===== src/rtl/lp_pkg.sv =====
package lp_pkg;
    typedef enum logic {TX_IDLE, TX_SEND} tx_state_e;
    typedef enum logic {RX_IDLE, RX_COLLECT} rx_state_e;
endpackage


===== src/rtl/lp_fifo.sv =====
module lp_fifo #(
    parameter int W     = 128,
    parameter int DEPTH = 2
) (
    input  logic                         clk,
    input  logic                         rst_n,
    input  logic                         push,
    input  logic [W-1:0]                 push_data,
    input  logic                         pop,
    output logic [W-1:0]                 head,
    output logic [$clog2(DEPTH+1)-1:0]   count
);
    localparam int PW = (DEPTH > 1) ? $clog2(DEPTH) : 1;
    localparam int CW = $clog2(DEPTH+1);

    logic [W-1:0]  mem [DEPTH];
    logic [PW-1:0] wptr, rptr;
    logic [CW-1:0] cnt;

    function automatic logic [PW-1:0] step(input logic [PW-1:0] p);
        return (p == PW'(DEPTH-1)) ? '0 : p + 1'b1;
    endfunction

    always_ff @(posedge clk) begin
        if (push) mem[wptr] <= push_data;
    end

    always_ff @(posedge clk) begin
        if (!rst_n) begin
            wptr <= '0;
            rptr <= '0;
            cnt  <= '0;
        end else begin
            if (push) wptr <= step(wptr);
            if (pop)  rptr <= step(rptr);
            unique case ({push, pop})
                2'b10:   cnt <= cnt + 1'b1;
                2'b01:   cnt <= cnt - 1'b1;
                default: cnt <= cnt;
            endcase
        end
    end

    assign head  = mem[rptr];
    assign count = cnt;

    // never written beyond capacity
    a_r4_no_overflow: assert property (@(posedge clk) disable iff (!rst_n)
        (cnt == CW'(DEPTH)) |-> !push);
    // never read while empty
    a_r10_no_underflow: assert property (@(posedge clk) disable iff (!rst_n)
        (cnt == '0) |-> !pop);
endmodule


===== src/rtl/lp_tx.sv =====
module lp_tx
    import lp_pkg::*;
#(
    parameter int QW = 128,
    parameter int NW = 4
) (
    input  logic          clk,
    input  logic          rst_n,
    input  logic          have,
    input  logic [QW-1:0] head,
    output logic          take,
    input  logic          ack_in,
    output logic [NW-1:0] lo,
    output logic [NW-1:0] hi,
    output logic          start
);
    localparam int BEATS = QW / (2*NW);
    localparam int BW    = $clog2(BEATS);

    tx_state_e     st, nxt_st;
    logic [BW-1:0] beat;
    logic [QW-1:0] sh;
    logic          last, launch;

    assign last   = (st == TX_SEND) && (beat == BW'(BEATS-1));
    assign launch = have && ack_in && ((st == TX_IDLE) || last);

    always_comb begin
        nxt_st = st;
        unique case (st)
            TX_IDLE: if (launch) nxt_st = TX_SEND;
            TX_SEND: if (last && !launch) nxt_st = TX_IDLE;
        endcase
    end

    always_ff @(posedge clk) begin
        if (!rst_n) begin
            st   <= TX_IDLE;
            beat <= '0;
            sh   <= '0;
        end else begin
            st <= nxt_st;
            if (launch) begin
                beat <= '0;
                sh   <= head;
            end else if (st == TX_SEND) begin
                beat <= beat + 1'b1;
                sh   <= sh >> (2*NW);
            end
        end
    end

    always_comb begin
        take  = launch;
        start = (st == TX_SEND) && (beat == '0);
        lo    = sh[NW-1:0];
        hi    = sh[2*NW-1:NW];
    end

    // a refused acknowledge at a decision point blocks the next start
    a_r8_hold_on_nak: assert property (@(posedge clk) disable iff (!rst_n)
        (!ack_in && ((st == TX_IDLE) || last)) |=> !start);
    // starts are never on consecutive cycles
    a_r3_single_start: assert property (@(posedge clk) disable iff (!rst_n)
        start |=> !start);
endmodule


===== src/rtl/lp_rx.sv =====
module lp_rx
    import lp_pkg::*;
#(
    parameter int QW    = 128,
    parameter int NW    = 4,
    parameter int DEPTH = 3
) (
    input  logic                        clk,
    input  logic                        rst_n,
    input  logic [NW-1:0]               lo,
    input  logic [NW-1:0]               hi,
    input  logic                        start,
    input  logic [$clog2(DEPTH+1)-1:0]  stored,
    output logic                        push,
    output logic [QW-1:0]               push_data,
    output logic                        ack
);
    localparam int BEATS = QW / (2*NW);
    localparam int BW    = $clog2(BEATS);
    localparam int CW    = $clog2(DEPTH+1);

    rx_state_e     st, nxt_st;
    logic [BW-1:0] beat;
    logic [QW-1:0] sh;
    logic [CW:0]   reserved;
    logic          capture, last;

    assign reserved = {1'b0, stored} + (CW+1)'(st == RX_COLLECT);
    assign ack      = reserved < (CW+1)'(DEPTH);
    assign capture  = (st == RX_IDLE) && start && ack;
    assign last     = (st == RX_COLLECT) && (beat == BW'(BEATS-1));

    always_comb begin
        nxt_st = st;
        unique case (st)
            RX_IDLE:    if (capture) nxt_st = RX_COLLECT;
            RX_COLLECT: if (last)    nxt_st = RX_IDLE;
        endcase
    end

    always_ff @(posedge clk) begin
        if (!rst_n) begin
            st   <= RX_IDLE;
            beat <= '0;
            sh   <= '0;
        end else begin
            st <= nxt_st;
            if (capture) begin
                beat <= BW'(1);
                sh   <= {hi, lo, sh[QW-1:2*NW]};
            end else if (st == RX_COLLECT) begin
                beat <= beat + 1'b1;
                sh   <= {hi, lo, sh[QW-1:2*NW]};
            end
        end
    end

    always_comb begin
        push      = last;
        push_data = {hi, lo, sh[QW-1:2*NW]};
    end

    // with acknowledge low the receiver stays idle whatever arrives
    a_r9_ignore_when_full: assert property (@(posedge clk) disable iff (!rst_n)
        ((st == RX_IDLE) && !ack) |=> (st == RX_IDLE));
endmodule


===== src/rtl/nibble_link_port.sv =====
module nibble_link_port #(
    parameter int QW       = 128,
    parameter int NW       = 4,
    parameter int TX_DEPTH = 2,
    parameter int RX_DEPTH = 3
) (
    input  logic          clk,
    input  logic          rst_n,
    input  logic          wr_valid,
    input  logic [QW-1:0] wr_data,
    output logic          wr_ready,
    input  logic          rd_en,
    output logic [QW-1:0] rd_data,
    output logic          rd_valid,
    output logic [NW-1:0] tx_lo,
    output logic [NW-1:0] tx_hi,
    output logic          tx_start,
    input  logic          tx_ack_in,
    input  logic [NW-1:0] rx_lo,
    input  logic [NW-1:0] rx_hi,
    input  logic          rx_start,
    output logic          rx_ack_out
);
    localparam int TCW = $clog2(TX_DEPTH+1);
    localparam int RCW = $clog2(RX_DEPTH+1);

    logic [TCW-1:0] tx_cnt;
    logic [RCW-1:0] rx_cnt;
    logic [QW-1:0]  tx_head, rx_word;
    logic           tx_take, rx_push, wr_fire, rd_fire;

    assign wr_ready = (tx_cnt != TCW'(TX_DEPTH));
    assign wr_fire  = wr_valid && wr_ready;
    assign rd_valid = (rx_cnt != '0);
    assign rd_fire  = rd_en && rd_valid;

    lp_fifo #(.W(QW), .DEPTH(TX_DEPTH)) u_tx_buf (
        .clk(clk), .rst_n(rst_n), .push(wr_fire), .push_data(wr_data),
        .pop(tx_take), .head(tx_head), .count(tx_cnt)
    );

    lp_tx #(.QW(QW), .NW(NW)) u_tx (
        .clk(clk), .rst_n(rst_n), .have(tx_cnt != '0), .head(tx_head),
        .take(tx_take), .ack_in(tx_ack_in), .lo(tx_lo), .hi(tx_hi),
        .start(tx_start)
    );

    lp_rx #(.QW(QW), .NW(NW), .DEPTH(RX_DEPTH)) u_rx (
        .clk(clk), .rst_n(rst_n), .lo(rx_lo), .hi(rx_hi), .start(rx_start),
        .stored(rx_cnt), .push(rx_push), .push_data(rx_word), .ack(rx_ack_out)
    );

    lp_fifo #(.W(QW), .DEPTH(RX_DEPTH)) u_rx_buf (
        .clk(clk), .rst_n(rst_n), .push(rx_push), .push_data(rx_word),
        .pop(rd_fire), .head(rd_data), .count(rx_cnt)
    );

    // a stored word stays visible until the reader takes it
    a_r6_valid_held: assert property (@(posedge clk) disable iff (!rst_n)
        (rd_valid && !rd_en) |=> rd_valid);
    // a full transmit buffer keeps refusing until the serialiser takes an entry
    a_r4_ready_held_low: assert property (@(posedge clk) disable iff (!rst_n)
        (!wr_ready && !tx_take) |=> !wr_ready);
endmodule


===== config.mk =====
export PLATFORM = sky130hd
export DESIGN_NAME = nibble_link_port
export DESIGN_NICKNAME = d
export VERILOG_FILES = /design/src/rtl/lp_pkg.sv /design/src/rtl/lp_fifo.sv /design/src/rtl/lp_tx.sv /design/src/rtl/lp_rx.sv /design/src/rtl/nibble_link_port.sv
export SDC_FILE = /design/constraint.sdc
export NUM_CORES = 1
export LEC_CHECK = 0
export BUFFER_PORTS_ARGS = -buffer_cell sky130_fd_sc_hd__buf_2
export CAP_MARGIN = 20
export CELL_PAD_IN_SITES_DETAIL_PLACEMENT = 0
export CELL_PAD_IN_SITES_GLOBAL_PLACEMENT = 1
export CORE_MARGIN = 1
export CORE_UTILIZATION = 35
export CTS_BUF_LIST = sky130_fd_sc_hd__clkbuf_8
export DETAILED_ROUTE_END_ITERATION = 7
export GPL_ROUTABILITY_DRIVEN = 0
export HOLD_SLACK_MARGIN = 0.1
export PLACE_DENSITY = 0.58
export SLEW_MARGIN = 20
export SYNTH_ARGS = -nofsm -noshare
export SYNTH_HDL_FRONTEND = slang
export SYNTH_SLANG_ARGS = --single-unit

===== constraint.sdc =====
create_clock -name clk -period 18.8 [get_ports clk]
set_input_delay 1.88 -clock clk [delete_from_list [all_inputs] [get_ports clk]]
set_output_delay 1.88 -clock clk [all_outputs]
set_load 0.005 [all_outputs]

==> results.json, run 1 <==
{
  "status": "finished clean",
  "cpMostUsedCell": "buf_4",
  "grt_max_degree": 196,
  "tightest_slew_ns": 1.07,
  "worst-path-max-fanout": 100,
  "arrival_ns": 3.62,
  "synth_cell_type_count": 40,
  "clk_latency_ns": 0.81,
  "dp_cells": 4058,
  "seq_area_frac_synth_pct": 68.1,
  "dr.max_layer_used": "met4",
  "dieHeight_um": 323,
  "peakVddDrop_v": 0.0000882,
  "clk_pin_slew_ns": 0.06,
  "overflow": 0,
  "synth_edf_count": 640,
  "syn2layout_area_growth_pct": 15.1,
  "hp-class": "register to register",
  "post_cts_buffers": 0,
  "cts_made_buffers": 156,
  "slowest_stage": "dfxtp_4",
  "dp_hpwl_mm": 50.9,
  "cts_max_level": 4,
  "regArea_um2": 24700,
  "fin_area_um2": 41600,
  "setup_ws_ns": 13.30,
  "synth_top_area_share_pct": 53.1,
  "fillers": 9573,
  "max-clock-path-buffers": 3,
  "critPathRequiredTime_ns": 16.92,
  "min_period_ns": 5.50,
  "cts_tree": "yes",
  "drc": 0,
  "setup_tns_ns": 0,
  "post-route-period-util_pct": 29.3,
  "routed-wl-met2_mm": 39.9,
  "fin_cells": 4352,
  "io_buffers": 281,
  "detail-route-antenna-nets": 0,
  "placed_cell_area_um2": 38600,
  "path_cells": "buf_4 -> buf_4 -> o21ai_0 -> buf_2",
  "cap_viol_max_count": 0,
  "worstSetupPathType": "register to output pin",
  "drive_gt1_share_pct": 21.9,
  "clock-sinks": 911,
  "final-hold-violation-count": 0,
  "yosys_warnings": 0,
  "first_pass_iters": 5,
  "syn_area_um2": 36200,
  "async_flop_share_pct": 0,
  "maxSlewHeadroom_pct": 28.9,
  "ys_top_cells_by_area": "edfxtp_1, dfxtp_1, mux2i_1",
  "grt_pass1_vias": 21508,
  "core_um2": 102000,
  "post-synth-top-count-cell": "edfxtp_1",
  "powerDensity_nw_per_um2": 115,
  "antenna_found_initial": 7,
  "rsz0062_at_grt": "no",
  "slew_violations": 0,
  "die_area_um2": 105000,
  "core.rowCount": 117,
  "route.met3.wl_mm": 4.68,
  "die_w_um": 323,
  "yosys_register_bits": 911,
  "wl_met1_mm": 38.9,
  "multi_input_area_um2": 10500,
  "syn_inst": 2598,
  "crit_path_end_kind": "output pin",
  "crit_path_start_kind": "register",
  "max_freq_mhz": 182,
  "p_leak_nw": 14.0,
  "wirelength_mm": 85.4,
  "finClkSkew_ns": 0.0397,
  "nets": 2998,
  "ys_top_cells_by_count": "edfxtp_1, nand2_1, mux2i_1, dfxtp_1, o21ai_0",
  "pin_count": 282,
  "num_vias": 21668,
  "via_per_inst": 4.98,
  "ctsHoldBuffers": 0,
  "start_util_pct": 35.4,
  "postSynthAreaPerCell_um2": 13.9,
  "grt_pass1_wl_mm": 129,
  "critical_path.max_stage_delay_ns": 0.76,
  "synth_top_cell_by_area": "edfxtp_1",
  "setup_viol": 0,
  "drt_iter0_drc": 1570,
  "syn-num-nets": 2747,
  "wire_per_inst_um": 19.6,
  "grt_usage_pct": 16.2,
  "synthFlopType": "edfxtp_1",
  "ctsRootBufferMaster": "clkbuf_8",
  "post-place-ws_ns": 14.03,
  "ctsResizeCount": 0
}
final timing paths:
check              start                   to  slack, ns  cells past startpoint
min          u_rx.sh[54]  u_rx_buf.mem[2][46]       0.46                      0
min reg2reg  u_rx.sh[54]  u_rx_buf.mem[2][46]       0.46                      0
max             register          rd_data[96]      13.30                      4
max reg2reg      u_rx.st  u_rx_buf.mem[2][80]      15.70                      4
kinds of logic after synthesis:
family / after synthesis / synth area share (%)
flops: 911 / 68.1
simple gates: 541 / 6.72
mux: 500 / 14.3
compound gates: 405 / 7.48
buf+inv: 225 / 2.94
xor+xnor: 9 / 0.218
fa+ha+maj: 7 / 0.242
per-stage QoR:
step                hold WS [ns]  total power [W]  util, %
finish                     0.461          0.00480     40.8
global placement           0.449          0.00313     37.8
CTS                        0.461          0.00487     40.8
floorplan                  0.443          0.00296        -
detailed placement         0.460          0.00315     37.8
global route               0.481          0.00503     40.8
layout by cell type (no fill, tap or decap), types with 2 or more instances in the layout:
master / n
a211o_1: 120
a211oi_1: 8
a21oi_1: 8
a21oi_4: 2
a31oi_1: 120
and2_1: 2
buf_12: 2
buf_2: 280
buf_4: 27
buf_6: 3
bufinv_16: 3
clkbuf_8: 178
clkinv_1: 12
clkinv_2: 10
clkinvlp_4: 4
dfxtp_1: 267
dfxtp_4: 4
diode_2: 4
edfxtp_1: 640
ha_1: 7
inv_1: 78
inv_4: 2
inv_6: 5
inv_8: 2
mux2_2: 120
mux2i_1: 380
nand2_1: 383
nand2b_1: 2
nand3b_1: 2
nand4_1: 123
nor2_1: 6
nor3_1: 3
nor3b_1: 8
nor3b_2: 2
o21a_1: 10
o21ai_0: 131
or3_1: 3
xnor2_1: 3
xor2_1: 6
worst max-delay path, delay by kind of cell, from the launching register on:
kind,cells,cell delay [ns]
buf+inv,3,1.62
flops,1,0.76
compound gates,1,0.22
power by group:
part           internal [W]  switching, W  total (W)  leakage [nW]
logic              0.000275      0.000402   0.000677          3.99
clock network      0.000910      0.000794    0.00170          1.82
registers           0.00230      0.000113    0.00242          8.17
total               0.00349       0.00131    0.00480          14.0
flip-flops by register name, summed over array words and instances (netlist names), 4 cells and up, named ones only:
signal	count
u_rx_buf.mem	384
u_tx_buf.mem	256
u_tx.sh	128
u_rx.sh	120
u_rx.beat	4
u_tx.beat	4
per-layer routing:
metal / global-route usage [%] / vias up
met5: 0 / -
met4: 5.70 / 0
met3: 3.34 / 129
met2: 25.3 / 541
met1: 22.1 / 10620
li1: - / 10378
layout make-up:
cell class / instances / area share, %
diodes: 4 / 0.0240
well taps: 1368 / 4.11
flip-flops and latches: 911 / 59.2
inverters: 6 / 0.0661
clock inverters: 111 / 1.38
repair buffers: 312 / 4.03
multi-input cells: 1462 / 25.3
clock buffers: 178 / 5.89
No activity file was read; power rests on OpenSTA's default activity.
==> run 2, diff against run 1 <==
- clock period: 18.8 -> 5.8 ns (I/O delays scaled with it)
==> run 2 against run 1 <==
  * Combinational power rose to 3.4 times the previous value
  * Critical path depth did not move
  * Highest routed layer is now met5
  * Sequential cell count did not move
  * Via count rose by 2.5%
  * Global-route usage barely moved
  * Routed wire length barely moved
  * Count of clock-buffer cells in the layout fell by 13
  * First-iteration DRC count fell by 24%
  * Setup slack got worse by 11 ns
==> results.json, run 2 (synthesized netlist as in run 1, its figures left out) <==
{
  "detail-route-antenna-nets": 0,
  "dr.max_layer_used": "met5",
  "dp_hpwl_mm": 49.6,
  "critPathRequiredTime_ns": 5.22,
  "fin_util_pct": 42.1,
  "path_cells": "buf_12 -> mux2i_1 -> o21ai_0 -> buf_2",
  "fin_cells": 4484,
  "grt_pass1_wl_mm": 130,
  "mostFrequentLayoutCells": "edfxtp_1, nand2_1, mux2i_1",
  "nets": 3130,
  "timing.hold.ws_ns": 0.294,
  "maxSlewHeadroom_pct": 30.5,
  "tightest_slew_ns": 1.04,
  "regMostFlops": "u_rx_buf.mem",
  "post-route-period-util_pct": 67.7,
  "worst-path-max-fanout": 80,
  "cts_max_level": 4,
  "final-hold-violation-count": 0,
  "critical-path-top-delay-family": "flip-flops",
  "die_w_um": 323,
  "overflow": 0,
  "crit_path_start_kind": "register",
  "pin_count": 282,
  "io_buffers": 281,
  "post_cts_buffers": 0,
  "final_common_cell": "edfxtp_1",
  "crit_path_end_kind": "output pin",
  "antenna_found_initial": 7,
  "core.rowCount": 117,
  "arrival_ns": 3.35,
  "setup_viol": 0,
  "slew_violations": 0,
  "routed-wl-met2_mm": 40.7,
  "max-clock-path-buffers": 3,
  "wire_per_inst_um": 19.1,
  "cts_tree": "yes",
  "num_vias": 22202,
  "finClkSkew_ns": 0.0442,
  "status": "finished clean",
  "dieHeight_um": 323,
  "syn2layout_area_growth_pct": 18.8,
  "clock-sinks": 911,
  "cts_made_buffers": 155,
  "fillers": 9396,
  "start_util_pct": 35.4,
  "core_um2": 102000,
  "critical_path.max_stage_delay_ns": 0.98,
  "via_per_inst": 4.95,
  "slowest_stage": "dfxtp_4",
  "clk_latency_ns": 0.82,
  "grt_pass1_vias": 22259,
  "cap_viol_max_count": 0,
  "top_regs": "u_rx_buf.mem: 384 flops, u_tx_buf.mem: 256 flops, u_tx.sh: 128 flops",
  "worstSetupPathType": "register to output pin",
  "path_buf_inv": 2,
  "p_leak_nw": 14.4,
  "min_period_ns": 3.93,
  "ctsRootBufferMaster": "clkbuf_8",
  "rsz0062_at_grt": "no",
  "drive_gt1_share_pct": 21.0,
  "grt_usage_pct": 16.2,
  "max_freq_mhz": 255,
  "wirelength_mm": 85.5,
  "drc": 0,
  "peakVddDrop_v": 0.000484,
  "setup_tns_ns": 0,
  "largest_reg_flops": 384,
  "grt_max_degree": 201,
  "clk_pin_slew_ns": 0.06,
  "wl_met1_mm": 38.8,
  "die_area_um2": 105000,
  "route.met3.wl_mm": 4.17,
  "r2r_slack_ns": 2.81,
  "first_pass_iters": 5,
  "drt_iter0_drc": 1201,
  "dp_cells": 4054,
  "powerDensity_nw_per_um2": 363,
  "hp-class": "input pin to register"
}
run 2: repair_timing:
item                      4_1_cts  5_1_grt
resized for setup               0        0
hold buffers                  138        0
hold endpoints to repair      292        0
run 2: final cells by class:
type / count / area (um2) / share of cell area (%)
antenna: 2 / 5.00 / 0.0116
clock buffer: 165 / 2270 / 5.28
clock inverter: 125 / 681 / 1.58
inverter: 6 / 30.0 / 0.0699
multi-input combinational: 1462 / 10500 / 24.5
sequential: 911 / 24700 / 57.4
tap: 1368 / 1710 / 3.98
timing repair buffer: 445 / 3090 / 7.19
run 2: report_power, final:
| group | switching [W] | internal (W) |
|---|---|---|
| Combinational | 0.00133 | 0.000961 |
| Clock | 0.00262 | 0.00283 |
| Sequential | 0.000363 | 0.00747 |
run 2: worst paths after layout:
| check | start | to | cells after the start |
|---|---|---|---|
| max | register | rd_data[117] | 4 |
| min | rst_n | u_tx.sh[126] | 2 |
| max reg2reg | u_rx.st | u_rx_buf.mem[1][114] | 4 |
| min reg2reg | u_rx.sh[49] | u_rx_buf.mem[0][41] | 0 |
run 2: per-layer routing:
metal  vias to the layer above  GRT usage (%)
li1                      10648              -
met1                     10912           21.2
met2                       506           26.4
met3                       134           3.47
met4                         2           5.55
met5                         -              0
run 2: per-stage QoR:
step                      cell area (um2)  worst slack [ns]  total power (W)
after floorplan                     36200              1.13          0.00960
after global placement              38600              2.59           0.0101
after detailed placement            38600              2.70           0.0102
after CTS                           43000              1.78           0.0158
after global routing                43000              1.73           0.0163
final                               43000              1.87           0.0156
==> run 3, diff against run 2 <==
- PLACE_DENSITY: 0.58 -> 0.6
- clock period: 5.8 -> 3.3 ns (I/O delays scaled with it)
==> run 3 against run 2 <==
  * Sequential share of layout area shrank 0.56 points
  * Non-clock buffer count rose by 20
  * Cell count is 0.49% higher
  * Global-route usage shrank 0.14 points
  * Sequential cell count is the same
  * Final area up 1.0%
  * Worst hold slack got worse by 0.060 ns
  * First-iteration DRC count grew 29%
  * Largest power group unchanged
  * Clock skew down 0.0051 ns
==> results.json, run 3 (synthesized netlist as in run 1, its figures left out) <==
{
  "mostFrequentLayoutCells": "edfxtp_1, nand2_1, mux2i_1",
  "final-hold-violation-count": 0,
  "detail-route-antenna-nets": 0,
  "drc": 0,
  "dieHeight_um": 323,
  "io_buffers": 281,
  "wirelength_mm": 84.8,
  "core_um2": 102000,
  "top_regs": "u_rx_buf.mem: 384 flops, u_tx_buf.mem: 256 flops, u_tx.sh: 128 flops",
  "grt_usage_pct": 16.0,
  "timing.hold.ws_ns": 0.233,
  "cts_made_buffers": 156,
  "ctsRootBufferMaster": "clkbuf_8",
  "cts_max_level": 4,
  "critPathRequiredTime_ns": 2.97,
  "pin_count": 282,
  "grt_max_degree": 250,
  "grt_pass1_wl_mm": 129,
  "grt_pass1_vias": 22328,
  "num_vias": 22224,
  "dp_hpwl_mm": 50.6,
  "worstSetupPathType": "register to output pin",
  "tightest_slew_ns": 0.930,
  "setup_ws_ns": 0.200,
  "drive_gt1_share_pct": 21.3,
  "via_per_inst": 4.93,
  "powerDensity_nw_per_um2": 634,
  "status": "finished clean",
  "crit_path_end_kind": "output pin",
  "ctsResizeCount": 0,
  "regMostFlops": "u_rx_buf.mem",
  "clock-sinks": 911,
  "die_area_um2": 105000,
  "die_w_um": 323,
  "finClkSkew_ns": 0.0391,
  "syn2layout_area_growth_pct": 20.0,
  "arrival_ns": 2.77,
  "setup_tns_ns": 0,
  "antenna_found_initial": 4,
  "worst-path-max-fanout": 39,
  "post-route-period-util_pct": 93.9,
  "clk_latency_ns": 0.82,
  "setup_viol": 0,
  "peakVddDrop_v": 0.000429,
  "rsz0062_at_grt": "no",
  "post-place-ws_ns": 0.861,
  "core.rowCount": 117,
  "maxSlewHeadroom_pct": 38.0,
  "nets": 3151,
  "hp-class": "input pin to register",
  "min_period_ns": 3.10,
  "cap_viol_max_count": 0,
  "first_pass_iters": 7,
  "fin_util_pct": 42.5,
  "slew_violations": 0,
  "start_util_pct": 35.4,
  "drt_iter0_drc": 1550,
  "max-clock-path-buffers": 3,
  "clk_pin_slew_ns": 0.06,
  "largest_reg_flops": 384,
  "cts_tree": "yes",
  "max_freq_mhz": 323,
  "overflow": 0,
  "wire_per_inst_um": 18.8,
  "crit_path_start_kind": "register",
  "p_leak_nw": 14.6,
  "final_common_cell": "edfxtp_1"
}
run 3: changes by cell type in the layout (fill, tap and decap cells not counted), sizes merged:
cell	change
buf	+17
dlygate4sd3	+3
diode	+2
clkbuf	+1
clkinv	-1
run 3: what timing repair did:
action                                  in CTS  in global routing
hold buffers                               141                  0
hold endpoints to repair                   328                  0
endpoints found under the setup margin       0                  0
buffers inserted                             0                  0
run 3: worst paths after layout:
kind	from	cells past startpoint	end	slack, ns
worst max-delay path	register	4	rd_data[66]	0.20
worst min-delay path	wr_data[76]	2	u_tx_buf.mem[0][76]	0.23
worst max register to register	u_rx.st	3	u_rx_buf.mem[1][33]	0.85
worst min register to register	u_rx.sh[46]	0	u_rx_buf.mem[2][38]	0.46
run 3: routing by layer:
metal  up-vias  track usage [%]  routed length [um]
li1      10696                -                   -
met1     10922             21.0               38200
met2       489             26.4               41000
met3       117             3.37                4100
met4         0             5.19                1560
met5         -                0                   0
run 3: stage by stage:
step	cells	total power, W	instance area [um2]
2_1_floorplan	2598	0.0169	36200
6_report	4506	0.0275	43400
3_5_place_dp	4070	0.0180	39000
4_1_cts	4501	0.0279	43400
3_3_place_gp	4070	0.0179	39000
5_1_grt	4503	0.0289	43400
run 3: report_power, final:
group,internal [W],total [W],switching (W)
clock,0.00502,0.00960,0.00458
combinational,0.00179,0.00422,0.00243
sequential,0.0131,0.0137,0.000581
run 3: cell type report:
class / instances / area [um2]
Timing Repair Buffer: 465 / 3460
Tap cell: 1368 / 1710
Multi-Input combinational cell: 1462 / 10500
Inverter: 6 / 28.8
Clock inverter: 124 / 702
Sequential cell: 911 / 24700
Clock buffer: 166 / 2280
Antenna cell: 4 / 10.0
Fill cell: 9337 / 58600
run 3: worst max-delay path: stages, from the launching register on:
cell     delay [ns]
dfxtp_4        0.89
buf_4          0.42
mux2i_1        0.12
o21ai_0        0.32
buf_2          0.19
